`src/rtl/fi_pkg.sv`:
```
package fi_pkg;
  typedef enum logic [1:0] {
    MODE_OFF = 2'b00,
    MODE_CLK = 2'b01,
    MODE_HI  = 2'b10,
    MODE_LO  = 2'b11
  } fault_mode_e;

  typedef enum logic [1:0] {
    SEQ_IDLE,
    SEQ_ARMED,
    SEQ_DELAY,
    SEQ_PULSE
  } seq_state_e;

  localparam logic [1:0] ADDR_MODE  = 2'd0;
  localparam logic [1:0] ADDR_DELAY = 2'd1;
  localparam logic [1:0] ADDR_WIDTH = 2'd2;
  localparam logic [1:0] ADDR_CTRL  = 2'd3;
endpackage

```
`src/rtl/fi_regs.sv`:
```
module fi_regs
  import fi_pkg::*;
#(
  parameter int CNT_W = 16
) (
  input  logic             clk_i,
  input  logic             rst_ni,
  input  logic             we_i,
  input  logic [1:0]       addr_i,
  input  logic [CNT_W-1:0] wdata_i,
  output logic [CNT_W-1:0] rdata_o,
  input  logic             busy_i,
  output fault_mode_e      mode_o,
  output logic [CNT_W-1:0] delay_o,
  output logic [CNT_W-1:0] width_o,
  output logic             arm_o,
  output logic             disc_o
);
  logic cfg_open;
  logic mode_en, delay_en, width_en, ctrl_en;
  fault_mode_e mode_q;
  logic [CNT_W-1:0] delay_q, width_q;
  logic disc_q;

  assign cfg_open = we_i && !busy_i;
  assign mode_en  = cfg_open && (addr_i == ADDR_MODE);
  assign delay_en = cfg_open && (addr_i == ADDR_DELAY);
  assign width_en = cfg_open && (addr_i == ADDR_WIDTH);
  assign ctrl_en  = we_i && (addr_i == ADDR_CTRL);

  always_ff @(posedge clk_i or negedge rst_ni) begin
    if (!rst_ni) begin
      mode_q  <= MODE_OFF;
      delay_q <= '0;
      width_q <= '0;
      disc_q  <= 1'b0;
    end else begin
      if (mode_en)  mode_q  <= fault_mode_e'(wdata_i[1:0]);
      if (delay_en) delay_q <= wdata_i;
      if (width_en) width_q <= wdata_i;
      if (ctrl_en)  disc_q  <= wdata_i[1];
    end
  end

  assign arm_o   = ctrl_en && wdata_i[0];
  assign mode_o  = mode_q;
  assign delay_o = delay_q;
  assign width_o = width_q;
  assign disc_o  = disc_q;

  always_comb begin
    rdata_o = '0;
    case (addr_i)
      ADDR_MODE:  rdata_o[1:0] = mode_q;
      ADDR_DELAY: rdata_o      = delay_q;
      ADDR_WIDTH: rdata_o      = width_q;
      default:    rdata_o[1:0] = {disc_q, busy_i};
    endcase
  end
endmodule

```
`src/rtl/fi_trig_sync.sv`:
```
module fi_trig_sync #(
  parameter int STAGES = 2
) (
  input  logic clk_i,
  input  logic rst_ni,
  input  logic async_i,
  output logic rise_o
);
  logic [STAGES-1:0] sync_q;
  logic              last_q;

  genvar g;
  generate
    for (g = 0; g < STAGES; g++) begin : g_stage
      if (g == 0) begin : g_first
        always_ff @(posedge clk_i or negedge rst_ni) begin
          if (!rst_ni) sync_q[0] <= 1'b0;
          else         sync_q[0] <= async_i;
        end
      end else begin : g_next
        always_ff @(posedge clk_i or negedge rst_ni) begin
          if (!rst_ni) sync_q[g] <= 1'b0;
          else         sync_q[g] <= sync_q[g-1];
        end
      end
    end
  endgenerate

  always_ff @(posedge clk_i or negedge rst_ni) begin
    if (!rst_ni) last_q <= 1'b0;
    else         last_q <= sync_q[STAGES-1];
  end

  assign rise_o = sync_q[STAGES-1] && !last_q;
endmodule

```
`src/rtl/fi_sequencer.sv`:
```
module fi_sequencer
  import fi_pkg::*;
#(
  parameter int CNT_W = 16
) (
  input  logic             clk_i,
  input  logic             rst_ni,
  input  logic             arm_i,
  input  logic             trig_rise_i,
  input  logic [CNT_W-1:0] delay_i,
  input  logic [CNT_W-1:0] width_i,
  output logic             busy_o,
  output logic             pulse_nxt_o
);
  localparam logic [CNT_W-1:0] ONE = CNT_W'(1);

  seq_state_e       state_q, state_d;
  logic [CNT_W-1:0] cnt_q, cnt_d;

  always_comb begin
    state_d = state_q;
    cnt_d   = cnt_q;
    case (state_q)
      SEQ_IDLE: begin
        if (arm_i) state_d = SEQ_ARMED;
      end
      SEQ_ARMED: begin
        if (trig_rise_i) begin
          if (delay_i != '0) begin
            state_d = SEQ_DELAY;
            cnt_d   = delay_i;
          end else if (width_i != '0) begin
            state_d = SEQ_PULSE;
            cnt_d   = width_i;
          end else begin
            state_d = SEQ_IDLE;
          end
        end
      end
      SEQ_DELAY: begin
        if (cnt_q == ONE) begin
          if (width_i != '0) begin
            state_d = SEQ_PULSE;
            cnt_d   = width_i;
          end else begin
            state_d = SEQ_IDLE;
          end
        end else begin
          cnt_d = cnt_q - ONE;
        end
      end
      default: begin
        if (cnt_q == ONE) state_d = SEQ_IDLE;
        else              cnt_d   = cnt_q - ONE;
      end
    endcase
  end

  always_ff @(posedge clk_i or negedge rst_ni) begin
    if (!rst_ni) begin
      state_q <= SEQ_IDLE;
      cnt_q   <= '0;
    end else begin
      state_q <= state_d;
      cnt_q   <= cnt_d;
    end
  end

  assign busy_o      = (state_q != SEQ_IDLE);
  assign pulse_nxt_o = (state_d == SEQ_PULSE);
endmodule

```
`src/rtl/fi_out_stage.sv`:
```
module fi_out_stage
  import fi_pkg::*;
(
  input  logic        clk_i,
  input  logic        rst_ni,
  input  logic        pulse_nxt_i,
  input  fault_mode_e mode_i,
  output logic        glitch_o,
  output logic        sel_hi_o,
  output logic        sel_lo_o
);
  logic glitch_d, hi_d, lo_d;
  logic glitch_q, hi_q, lo_q;

  always_comb begin
    glitch_d = 1'b0;
    hi_d     = 1'b0;
    lo_d     = 1'b0;
    if (pulse_nxt_i) begin
      case (mode_i)
        MODE_CLK: glitch_d = 1'b1;
        MODE_HI:  hi_d     = 1'b1;
        MODE_LO:  lo_d     = 1'b1;
        default:  ;
      endcase
    end
  end

  always_ff @(posedge clk_i or negedge rst_ni) begin
    if (!rst_ni) begin
      glitch_q <= 1'b0;
      hi_q     <= 1'b0;
      lo_q     <= 1'b0;
    end else begin
      glitch_q <= glitch_d;
      hi_q     <= hi_d;
      lo_q     <= lo_d;
    end
  end

  assign glitch_o = glitch_q;
  assign sel_hi_o = hi_q;
  assign sel_lo_o = lo_q;
endmodule

```
`src/rtl/fault_injector.sv`:
```
module fault_injector
  import fi_pkg::*;
#(
  parameter int CNT_W       = 16,
  parameter int SYNC_STAGES = 2
) (
  input  logic             clk_i,
  input  logic             rst_ni,
  input  logic             reg_we_i,
  input  logic [1:0]       reg_addr_i,
  input  logic [CNT_W-1:0] reg_wdata_i,
  output logic [CNT_W-1:0] reg_rdata_o,
  input  logic             trig_i,
  input  logic             src_clk_i,
  output logic             tgt_clk_o,
  output logic             sel_hi_o,
  output logic             sel_lo_o,
  output logic             supply_oe_o,
  output logic             busy_o
);
  fault_mode_e      cfg_mode;
  logic [CNT_W-1:0] cfg_delay, cfg_width;
  logic             arm, disc, trig_rise, pulse_nxt, glitch_act;

  fi_regs #(.CNT_W(CNT_W)) u_regs (
    .clk_i   (clk_i),
    .rst_ni  (rst_ni),
    .we_i    (reg_we_i),
    .addr_i  (reg_addr_i),
    .wdata_i (reg_wdata_i),
    .rdata_o (reg_rdata_o),
    .busy_i  (busy_o),
    .mode_o  (cfg_mode),
    .delay_o (cfg_delay),
    .width_o (cfg_width),
    .arm_o   (arm),
    .disc_o  (disc)
  );

  fi_trig_sync #(.STAGES(SYNC_STAGES)) u_sync (
    .clk_i   (clk_i),
    .rst_ni  (rst_ni),
    .async_i (trig_i),
    .rise_o  (trig_rise)
  );

  fi_sequencer #(.CNT_W(CNT_W)) u_seq (
    .clk_i       (clk_i),
    .rst_ni      (rst_ni),
    .arm_i       (arm),
    .trig_rise_i (trig_rise),
    .delay_i     (cfg_delay),
    .width_i     (cfg_width),
    .busy_o      (busy_o),
    .pulse_nxt_o (pulse_nxt)
  );

  fi_out_stage u_out (
    .clk_i       (clk_i),
    .rst_ni      (rst_ni),
    .pulse_nxt_i (pulse_nxt),
    .mode_i      (cfg_mode),
    .glitch_o    (glitch_act),
    .sel_hi_o    (sel_hi_o),
    .sel_lo_o    (sel_lo_o)
  );

  assign tgt_clk_o   = src_clk_i | glitch_act;
  assign supply_oe_o = !disc;
endmodule

```
`config.mk`:
```
export PLATFORM = sky130hd
export DESIGN_NAME = fault_injector
export DESIGN_NICKNAME = d
export VERILOG_FILES = /design/src/rtl/fi_pkg.sv /design/src/rtl/fi_regs.sv /design/src/rtl/fi_trig_sync.sv /design/src/rtl/fi_sequencer.sv /design/src/rtl/fi_out_stage.sv /design/src/rtl/fault_injector.sv
export SDC_FILE = /design/constraint.sdc
export NUM_CORES = 1
export LEC_CHECK = 0
export BUFFER_PORTS_ARGS = -buffer_cell sky130_fd_sc_hd__buf_2
export CAP_MARGIN = 20
export CORE_MARGIN = 2
export CORE_UTILIZATION = 41
export DETAILED_ROUTE_END_ITERATION = 10
export GPL_ROUTABILITY_DRIVEN = 0
export GPL_TIMING_DRIVEN = 0
export HOLD_SLACK_MARGIN = 0.08
export PLACE_DENSITY = 0.56
export SYNTH_ARGS = -nofsm -noshare
export SYNTH_HDL_FRONTEND = slang
export SYNTH_SLANG_ARGS = --single-unit
```
`constraint.sdc`:
```
create_clock -name clk_i -period 4.3 [get_ports clk_i]
set_input_delay 0.645 -clock clk_i [delete_from_list [all_inputs] [get_ports clk_i]]
set_output_delay 0.645 -clock clk_i [all_outputs]
set_load 0.02 [all_outputs]
```
# Yosys cells after proc, flatten, opt, wreduce, memory -nomap -nowiden
# Cells that the tools add are included.
totals:
  out_inout_bits: 21
  in_bits: 23
  reg_bits: 59
  wordCells: 64
op_classes:
  n_eq_ne: 12
  muxes: 21
  reduce_logical: 16
  add_sub_neg: 1
  bitwise_logic: 2
op_table:
  columns: ["operator", "count"]
  rows:
  - ["16-bit two-way mux", 5]
  - ["16-bit case mux with 3 select lines", 1]
  - ["16-bit nonzero test", 2]
  - ["14-bit case mux with 2 select lines", 1]
  - ["16-bit by 1-bit equality test with 1-bit output, second input constant", 1]
  - ["16-bit by 1-bit subtractor with 16-bit output, second input constant", 1]
  - ["2-bit equality test, second input constant", 6]
  - ["2-bit two-way mux", 6]
  - ["2-bit case mux with 3 select lines", 2]
  - ["1-bit logical AND", 7]
  - ["2-bit by 1-bit equality test with 1-bit output, second input constant", 3]
  - ["1-bit two-way mux", 6]
  - ["2-bit logical NOT", 2]
  - ["1-bit logical NOT", 3]
  - ["3-bit != test, second input constant", 1]
  - ["3-bit AND reduction", 1]
  - ["2-bit != test, second input constant", 1]
  - ["2-bit nonzero test", 1]
  - ["1-bit inverter", 1]
  - ["1-bit bitwise OR", 1]

# Logic depth before layout (Yosys ltp)
# Gate-level depths: netlist (run 1).
logic_depth:
  depth_word: 7
  mapped_depth: 10
  mapped_depth_nobuf: 8

# Cells and area by module
# From an unflattened synthesis (run 1), not the netlist that was laid out.
hier_totals:
  hier_cells: 370
  area_unflattened_um2: 3753.6
modules_own_cells:
  columns: ["mod", "area_each_um2", "n_inst", "seq_area_each_um2", "cells_per_inst"]
  rows:
  - ["fi_sequencer", 1788.0, 1, 450.4, 235]
  - ["fi_regs", 1766.7, 1, 875.8, 123]
  - ["fi_out_stage", 100.1, 1, 75.1, 6]
  - ["fi_trig_sync", 88.8, 1, 75.1, 4]
  - ["fault_injector", 10.0, 1, 0.0, 2]

# Least setup slack after synthesis (run 1)
# OpenSTA, ideal clock, no wires.
synth_timing:
  path_type: "register to register"
  from: "register u_seq.cnt_q[4]"
  to: "register u_seq.cnt_q[0]"
  t_required_ns: 4.168
  slack_ns: 1.702
  stages_incl_launch_ff: 8
  path_buffers: 1
  synth_period_minus_slack_ns: 2.598
  t_arrival_ns: 2.466
  setup_time_ns: 0.132
  path_cell_list: "dfrtp_1 > or4_1 > clkbuf_1 > or4_1 > or4_4 > mux2i_1 > a221oi_1 > o31ai_2"
synth_between:
  elab_chain_cells: 3
  word_cells_on_any_way: 5
  cone_classes: "2 x eq/ne; 2 x mux; 1 x reduce/logical"
synth_rtl:
  columns: ["item", "line", "rtl"]
  rows:
  - ["start: declaration", "fi_sequencer.sv:18", "logic [CNT_W-1:0] cnt_q, cnt_d;"]
  - ["start signal: assignment", "fi_sequencer.sv:65", "cnt_q <= cnt_d;"]
  - ["16-bit by 1-bit equality test with 1-bit output *", "fi_sequencer.sv:41, fi_sequencer.sv:53", null]
  - ["3-bit != test (no line) or 16-bit two-way mux (tied branches)", null, null]
  - ["3-bit AND reduction (no line) or 16-bit case mux with 3 select lines (tied branches)", null, null]
# Every way passes the cells marked *; elsewhere a longest branch is shown, timed or not.
# A chain may end at the register's enable or synchronous reset.

# Final worst setup path (run 1)
layout_timing:
  from: "register u_seq.state_q[1]"
  to: "register u_seq.cnt_q[6]"
layout_between:
  elab_chain_cells: 3
  word_cells_on_any_way: 8
  cone_classes: "4 x eq/ne; 1 x mux; 1 x bitwise; 2 x reduce/logical"
layout_rtl:
  columns: ["item", "line", "rtl"]
  rows:
  - ["start: declaration", "fi_sequencer.sv:17", "seq_state_e state_q, state_d;"]
  - ["start signal: assignment", "fi_sequencer.sv:64", "state_q <= state_d;"]
  - ["2-bit by 1-bit equality test with 1-bit output, or another cell as far along", "fi_sequencer.sv:23", "case (state_q)"]
  - ["3-bit != test (no line), or another cell as far along", null, null]
  - ["3-bit AND reduction (no line)", null, null]
# Several ways; a longest one is shown, not always the timed one.

==> results of run 1 <==
## synthesized netlist by cell type, types with 4 or more instances
master | count | area (µm²)
a21oi_1 | 19 | 95.1
a22oi_1 | 14 | 105
ha_1 | 11 | 138
mux2i_1 | 4 | 40.0
o21ai_1 | 18 | 90.1
inv_1 | 14 | 52.6
nand2_1 | 22 | 82.6
nor3b_1 | 7 | 52.6
nor3_1 | 11 | 55.1
clkbuf_1 | 17 | 63.8
nor4_1 | 15 | 93.8
nor2b_1 | 15 | 93.8
o21ai_0 | 13 | 65.1
or4_1 | 5 | 37.5
mux2_2 | 35 | 394
nand2b_1 | 4 | 25.0
dfrtp_1 | 59 | 1480
a221o_1 | 13 | 130
nor2_1 | 6 | 22.5
## per-stage QoR
step	utilization, %	worst slack [ps]
finish	49.2	1290
floorplan	-	1700
global placement	46.5	1340
global route	49.2	1050
detailed placement	46.7	1340
CTS	49.2	1330
## power by group
| group | leakage [nW] | switching [W] | internal [W] |
|---|---|---|---|
| combinational | 0.901 | 0.000722 | 0.000547 |
| sequential | 0.729 | 0.000314 | 0.000792 |
| clock | 0.106 | 0.000235 | 0.000322 |
## per-layer routing
layer	share of wire, %	routed length, µm	track usage [%]
met1	48	4670	34.5
met4	1.4	141	7.02
met5	0	0	0
met3	5.7	561	3.84
met2	45	4390	33.5
## logic make-up after synthesis
group	share of synthesized area, %
mux	12.5
compound gates	19.6
fa+ha+maj	3.96
simple gates	17.4
flops	42.4
buf+inv	4.14
## final cells by class
type                            instances  area (µm²)
Fill cell                             777        4170
Multi-Input combinational cell        253        1860
Sequential cell                        59        1480
Timing Repair Buffer                   43         230
Tap cell                              105         131
Clock buffer                           10         128
Buffer                                 22        91.3
Clock inverter                          5        78.8
Inverter                               14        52.6
## worst paths after layout
path	end	startpoint	slack, ps	cells past startpoint
hold reg to reg	u_sync.sync_q[1]	u_sync.sync_q[0]	360	0
hold / removal	u_seq.state_q[0]	rst_ni	280	1
setup / recovery	u_seq.cnt_q[6]	u_seq.state_q[1]	1290	7
max in group asynchronous	u_regs.delay_o[7]	rst_ni	3420	2
min in group clk_i	u_sync.sync_q[1]	u_sync.sync_q[0]	360	0
setup reg to reg	u_seq.cnt_q[6]	u_seq.state_q[1]	1290	7
## state kept, by name, summed over array words and instances, names as in the netlist
| register | count |
|---|---|
| u_out.glitch_o | 1 |
| u_out.sel_hi_o | 1 |
| u_out.sel_lo_o | 1 |
| u_regs.delay_o | 16 |
| u_regs.disc_o | 1 |
| u_regs.mode_o | 2 |
| u_regs.width_o | 16 |
| u_seq.cnt_q | 16 |
| u_seq.state_q | 2 |
| u_sync.last_q | 1 |
| u_sync.sync_q | 2 |
==> metrics.csv, run 1 <==
stage,metric,value,unit
placement,Placed Cells incl. Taps,496,
worst_setup_path,Crit Path Class,flip-flop to flip-flop,
route,Initial DRT Pass Iterations,7,
yosys,post-synthesis cell count,348,
route,total number of vias,3038,
job,maxcap violations,0,
grt,GRT overflow,0,
layout,"Design Area, Final",4050,µm²
sta,setup violators final,0,
layout,most frequent cells in the layout,"dfrtp_1, buf_2, mux2_2, nand2_1, a21oi_1",
sta,Slew @ Worst Pin,995,ps
layout,number of diodes,0,
floorplanning,Chip Height,96.1,µm
yosys,"EDFF count, synth",0,
yosys,Mapped Area,3480,µm²
status,outcome,"complete, no violations",
clocking,clock sink count,59,
yosys,fraction of registers with async set/reset,100,%
worst_setup_path,crit-path max cell delay,820,ps
clocking,post-CTS setup buffers,0,
grt,largest net degree at the start of global routing,40,
sta,post-layout min period,3010,ps
floorplanning,Die X,96.1,µm
power_and_ir_drop,Overall Power,0.00293,W
floorplanning,initial core utilization,42.3,%
worst_setup_path,crit-path leading delay family,compound AO/OA/AOI/OAI gates,
sta,Peak Freq,333,MHz
floorplanning,Die ar.,9240,µm²
worst_setup_path,slowest library cell on the worst path,a21oi_1,
sta,Final Skew,11.9,ps
sta,Min Hold Slack,282,ps
min_path,class of the worst hold path,input pin to async pin,
floorplanning,Ports,44,
grt,global-route wire length before repair,15800,µm
worst_setup_path,Critical Path Most Common Cell,clkbuf_1,
route,DR vias/cell,5.95,
worst_setup_path,CP arrival,3280,ps
grt,vias in the first global route,2937,
yosys,register area share after synthesis,42.4,%
sta,setup TNS,0,ps
clocking,clock buffer depth,2,
yosys,Cell variety after synth,48,
worst_setup_path,CP Cell Sequence,"inv_1, ha_1, clkbuf_1, a21oi_1, and2_0, clkbuf_1, a221o_1",
layout,Finished Layout Cells,511,
floorplanning,Core Area,8220,µm²
clocking,"Hold-fix buffers, CTS",0,
clocking,CTS tree,yes,
clocking,H-tree depth,3,
sta,period utilization,69.9,%
power_and_ir_drop,pwr/cell area,725,nW/µm²
sta,Fin. Hold Viols,0,
yosys,synth warn,0,
grt,GRT Total Usage,22.9,%
route,post-route DRC violation count,0,
worst_setup_path,Critical Path Fanout Max,10,
floorplanning,row count,33,
route,Antenna Nets Post-Route,0,
layout,Synth-to-Final Area Change,16.3,%
placement,number of port buffers,42,
clocking,CTS root buf,clkbuf_8,
worst_setup_path,Critical Path End Type,flip-flop,
clocking,clock transition at the registers of the reported paths,70,ps
yosys,Syn Area/Cell,10.0,µm²
placement,Placed Area,3840,µm²
sta,Slew HR,33.7,%
yosys,Synth Flop Type,dfrtp_1,
worst_setup_path,startpoint types,flip-flop,
route,drt total wl,9760,µm
clocking,clk_lat worst skew,340,ps
yosys,Mapped Nets,382,
worst_setup_path,WP data required,4580,ps
clocking,total CTS buffers,9,
route,DR iter-0 viols,191,
layout,nets,436,
power_and_ir_drop,leak pwr,1.74,nW
sta,RSZ-0062 raised after global routing,false,
sta,max-slew violations,0,
worst_setup_path,WP buf/inv,3,
placement,Final HPWL DP,7140,µm
route,Wirelength per Cell,19.1,µm
power_and_ir_drop,Peak VDD IR,0.276,mV
grt,initial antenna violation count,0,
layout,"most common cell after layout, fill and taps aside",dfrtp_1,
layout,share of cells above drive strength 1,25.4,%
clocking,post-CTS sizing,0,
yosys,Seq cells post-synth,59,
(Power assumes the default switching activity.)
==> run 2, diff against run 1 <==
==> constraint.sdc (replaced) <==
create_clock -name clk_i -period 2.8 [get_ports clk_i]
set_input_delay 0.42 -clock clk_i [delete_from_list [all_inputs] [get_ports clk_i]]
set_output_delay 0.42 -clock clk_i [all_outputs]
set_load 0.02 [all_outputs]
==> metrics.csv, run 2 (synthesis gave the netlist of run 1 again) <==
stage,metric,value,unit
grt,vias in the first global route,2941,
floorplanning,Die ar.,9240,µm²
sta,setup violators final,0,
clocking,clock buffer depth,2,
floorplanning,Chip Height,96.1,µm
floorplanning,Ports,44,
layout,register area,1480,µm²
sta,Peak Freq,372,MHz
route,Initial DRT Pass Iterations,4,
job,maxcap violations,0,
grt,GRT overflow,0,
layout,"most common cell after layout, fill and taps aside",dfrtp_1,
worst_setup_path,WP data required,3020,ps
sta,Final Skew,9.36,ps
clocking,CTS root buf,clkbuf_8,
worst_setup_path,CP arrival,2910,ps
power_and_ir_drop,pwr/cell area,1120,nW/µm²
route,total number of vias,2995,
worst_setup_path,Critical Path End Type,flip-flop,
floorplanning,Core Area,8220,µm²
worst_setup_path,Critical Path Fanout Max,10,
grt,initial antenna violation count,0,
placement,number of port buffers,42,
route,Antenna Nets Post-Route,0,
sta,period utilization,96.0,%
floorplanning,row count,33,
sta,Slew @ Worst Pin,680,ps
clocking,clock transition at the registers of the reported paths,70,ps
clocking,clk_lat worst skew,340,ps
sta,max-slew violations,0,
grt,global-route wire length before repair,15800,µm
sta,setup TNS,0,ps
status,outcome,"complete, no violations",
grt,GRT Total Usage,22.8,%
min_path,class of the worst hold path,input pin to flip-flop,
sta,final worst setup slack,112,ps
placement,pre-CTS setup slack,-101,ps
grt,largest net degree at the start of global routing,40,
layout,Multi-input gate area,1890,µm²
power_and_ir_drop,Overall Power,0.00461,W
sta,post-layout min period,2690,ps
worst_setup_path,startpoint types,flip-flop,
grt,grt met3 use,3.84,%
route,post-route DRC violation count,0,
layout,share of cells above drive strength 1,27.5,%
grt,gr busiest metal,met1,
sta,Fin. Hold Viols,0,
clocking,H-tree depth,3,
placement,Placed Cells incl. Taps,496,
layout,number of diodes,0,
clocking,CTS tree,yes,
route,DR iter-0 viols,169,
layout,Finished Layout Cells,513,
route,Wirelength per Cell,19.1,µm
layout,most frequent cells in the layout,"dfrtp_1, buf_2, mux2_2, nand2_1, o21ai_1",
placement,Final HPWL DP,7140,µm
floorplanning,initial core utilization,42.3,%
route,DR vias/cell,5.84,
route,drt total wl,9780,µm
layout,Fill cells,761,
clocking,clock sink count,59,
power_and_ir_drop,leak pwr,1.77,nW
sta,RSZ-0062 raised after global routing,false,
sta,Slew HR,54.6,%
grt,M1 GR Usage,34.6,%
floorplanning,Die X,96.1,µm
layout,Synth-to-Final Area Change,18.5,%
power_and_ir_drop,Peak VDD IR,0.429,mV
worst_setup_path,Crit Path Class,flip-flop to flip-flop,
clocking,total CTS buffers,9,
layout,nets,438,
grt,met2 GRT Util,33.2,%
## run 2: cell count changes in the layout (fill, tap and decap cells not counted), moves of 2 or more
cell,before,now
buf_4,1,3
or4_1,5,3
buf_6,0,3
o21ai_0,13,10
o21ai_1,18,21
or4_4,1,3
clkbuf_1,18,16
buf_2,45,43
## run 2: path summary, 6_finish.rpt
kind                                   from                end  slack, ps  cells after the start
max                          u_seq.cnt_q[1]     u_seq.cnt_q[6]        110                      9
min                                  trig_i   u_sync.sync_q[0]        180                      1
max reg2reg                  u_seq.cnt_q[1]     u_seq.cnt_q[6]        110                      9
min reg2reg                u_sync.sync_q[0]   u_sync.sync_q[1]        360                      0
max in group asynchronous            rst_ni  u_regs.delay_o[2]       1610                      3
min in group asynchronous            rst_ni   u_seq.state_q[0]        600                      2
## run 2: what timing repair did
item / in CTS / in global routing
cloned: 0 / 0
pin swaps: 1 / 2
hold buffers: 1 / 0
gates resized for setup: 3 / 14
hold endpoints to repair: 2 / 0
buffers inserted: 0 / 3
setup endpoints to repair: 12 / 20
## run 2: power by group
group | switching, W | total, W | internal (W)
Clock | 0.000358 | 0.000853 | 0.000495
Sequential | 0.000492 | 0.00171 | 0.00122
Combinational | 0.00113 | 0.00205 | 0.000921
## run 2: critical path: stages (launching register included)
cell	delay, ps
dfrtp_2	430
inv_1	90
ha_1	160
or3b_2	480
or4_1	530
buf_6	160
a21oi_4	160
buf_6	160
o21ai_1	80
a221o_1	320
## run 2: cell type report
type | count | area share, %
buffer | 20 | 2.43
clock buffer | 10 | 3.10
clock inverter | 5 | 1.91
inverter | 14 | 1.28
multi-input combinational | 253 | 45.9
sequential | 59 | 35.9
tap | 105 | 3.19
timing repair buffer | 47 | 6.38
## run 2: routing by layer
layer  routed length, µm  vias to the layer above
met5                   0                        -
met4                  90                        0
met3                 464                        8
met2                4510                       89
met1                4710                     1471
li1                    -                     1427
## run 2: through the flow
| step | util (%) | hold WS, ps | cell area (µm²) |
|---|---|---|---|
| after floorplan | - | 124 | 3480 |
| after global placement | 46.5 | 346 | 3820 |
| after detailed placement | 46.7 | 344 | 3840 |
| after CTS | 49.5 | 173 | 4070 |
| after global routing | 50.2 | 174 | 4120 |
| final | 50.2 | 183 | 4120 |
==> run 3, diff against run 2 <==
--- a/config.mk
+++ b/config.mk
@@ -13,7 +13,9 @@
 export GPL_ROUTABILITY_DRIVEN = 0
 export GPL_TIMING_DRIVEN = 0
 export HOLD_SLACK_MARGIN = 0.08
+export MAX_ROUTING_LAYER = met4
 export PLACE_DENSITY = 0.56
+export RECOVER_POWER = 25
 export SYNTH_ARGS = -nofsm -noshare
 export SYNTH_HDL_FRONTEND = slang
 export SYNTH_SLANG_ARGS = --single-unit
==> metrics.csv, run 3 (synthesis gave the netlist of run 1 again) <==
stage,metric,value,unit
layout,Finished Layout Cells,513,
power_and_ir_drop,pwr/cell area,1120,nW/µm²
power_and_ir_drop,Peak VDD IR,0.429,mV
sta,setup TNS,0,ps
layout,nets,438,
power_and_ir_drop,sequential power share,37.1,%
grt,largest net degree at the start of global routing,40,
route,Antenna Nets Post-Route,0,
layout,"Design Area, Final",4100,µm²
sta,Slew @ Worst Pin,1200,ps
clocking,CTS root buf,clkbuf_8,
placement,Placed Area,3840,µm²
sta,post-layout min period,2690,ps
route,Initial DRT Pass Iterations,5,
placement,Final HPWL DP,7140,µm
clocking,CTS tree,yes,
grt,initial antenna violation count,0,
power_and_ir_drop,sw frac,42.9,%
floorplanning,Ports,44,
worst_setup_path,Critical Path Stages,9,
floorplanning,Die X,96.1,µm
route,total number of vias,3000,
clocking,clock sink count,59,
sta,max-slew violations,0,
worst_setup_path,crit-path max cell delay,530,ps
clocking,clock transition at the registers of the reported paths,70,ps
clocking,clk_lat worst skew,340,ps
worst_setup_path,Crit Path Class,flip-flop to flip-flop,
min_path,class of the worst hold path,input pin to flip-flop,
clocking,total CTS buffers,9,
sta,setup violators final,0,
placement,Placed Cells incl. Taps,496,
grt,global-route wire length before repair,15800,µm
placement,number of port buffers,42,
sta,Peak Freq,371,MHz
layout,share of cells above drive strength 1,26.5,%
worst_setup_path,CP Cell Sequence,"inv_1, ha_1, or3b_2, or4_1, buf_6, a21oi_4, buf_6, o21ai_1, a221o_1",
worst_setup_path,slowest library cell on the worst path,or4_1,
worst_setup_path,FF-to-FF path depth,9,
sta,Final Skew,10.7,ps
route,post-route DRC violation count,0,
grt,vias in the first global route,2941,
route,Wirelength per Cell,19.1,µm
power_and_ir_drop,Clk pwr share,18.5,%
layout,Synth-to-Final Area Change,17.9,%
worst_setup_path,startpoint types,flip-flop,
sta,period utilization,96.2,%
worst_setup_path,CP arrival,2910,ps
sta,RSZ-0062 raised after global routing,false,
route,DR vias/cell,5.85,
floorplanning,Die ar.,9240,µm²
grt,GRT Total Usage,23.5,%
clocking,H-tree depth,3,
worst_setup_path,Critical Path Most Common Cell,buf_6,
grt,GRT overflow,0,
sta,Fin. Hold Viols,0,
worst_setup_path,Critical Path Fanout Max,10,
min_path,hold path depth,1,
layout,number of diodes,0,
layout,final core utilization,49.9,%
layout,most frequent cells in the layout,"dfrtp_1, buf_2, mux2_2, nand2_1, o21ai_1",
power_and_ir_drop,Logic pwr share,44.4,%
route,drt total wl,9790,µm
floorplanning,row count,33,
layout,"most common cell after layout, fill and taps aside",dfrtp_1,
floorplanning,Chip Height,96.1,µm
power_and_ir_drop,P_int,0.00263,W
sta,Slew HR,20.1,%
status,outcome,"complete, no violations",
power_and_ir_drop,leak pwr,1.75,nW
worst_setup_path,WP buf/inv,3,
worst_setup_path,crit-path leading delay family,simple AND/OR/NAND/NOR gates,
clocking,clock buffer depth,2,
power_and_ir_drop,NetSw,0.00198,W
job,maxcap violations,0,
worst_setup_path,WP data required,3010,ps
floorplanning,initial core utilization,42.3,%
floorplanning,Core Area,8220,µm²
route,DR iter-0 viols,171,
worst_setup_path,Critical Path End Type,flip-flop,
-- run 3: through the flow --
stage | hold WS (ps) | worst slack [ps] | power, W
5_1_grt | 174 | 3.54 | 0.00492
6_report | 183 | 106 | 0.00461
2_1_floorplan | 124 | 202 | 0.00299
3_5_place_dp | 344 | -101 | 0.00362
3_3_place_gp | 346 | -80.3 | 0.00358
4_1_cts | 173 | 19.1 | 0.00451
-- run 3: power by group through the flow --
stage	Sequential [W]	Combinational, W	Clock (W)
after floorplan	0.00152	0.00147	0
after global placement	0.00168	0.00190	0
after detailed placement	0.00169	0.00192	0
after CTS	0.00168	0.00196	0.000869
after global routing	0.00177	0.00226	0.000901
final	0.00171	0.00205	0.000852
-- run 3: worst paths after layout --
| path | slack, ps | to | from |
|---|---|---|---|
| setup / recovery | 110 | u_seq.cnt_q[6] | u_seq.cnt_q[1] |
| hold / removal | 180 | u_sync.sync_q[0] | trig_i |
| setup reg to reg | 110 | u_seq.cnt_q[6] | u_seq.cnt_q[1] |
| hold reg to reg | 360 | u_sync.sync_q[1] | u_sync.sync_q[0] |
| max in group asynchronous | 470 | u_regs.delay_o[7] | rst_ni |
| min in group asynchronous | 840 | u_seq.state_q[0] | rst_ni |
-- run 3: cell type report --
cell class,instances,area [µm²]
buffer,20,100
clock buffer,10,128
clock inverter,5,78.8
fill,763,4120
inverter,14,52.6
multi-input combinational,253,1890
sequential,59,1480
tap,105,131
timing repair buffer,47,243
-- run 3: layer usage --
layer / track usage [%] / share of wire [%]
met5: - / 0
met2: 33.3 / 46
met3: 3.68 / 3.6
met4: 7.02 / 0.99
met1: 34.7 / 50
-- run 3: what timing repair did --
item                                   CTS  global route
endpoints found under the hold margin    2             0
cloned                                   0             0
hold buffers                             1             0
gates resized for setup                  3            14
pin swaps                                1             2
setup buffers                            0             3
setup endpoints to repair               12            20
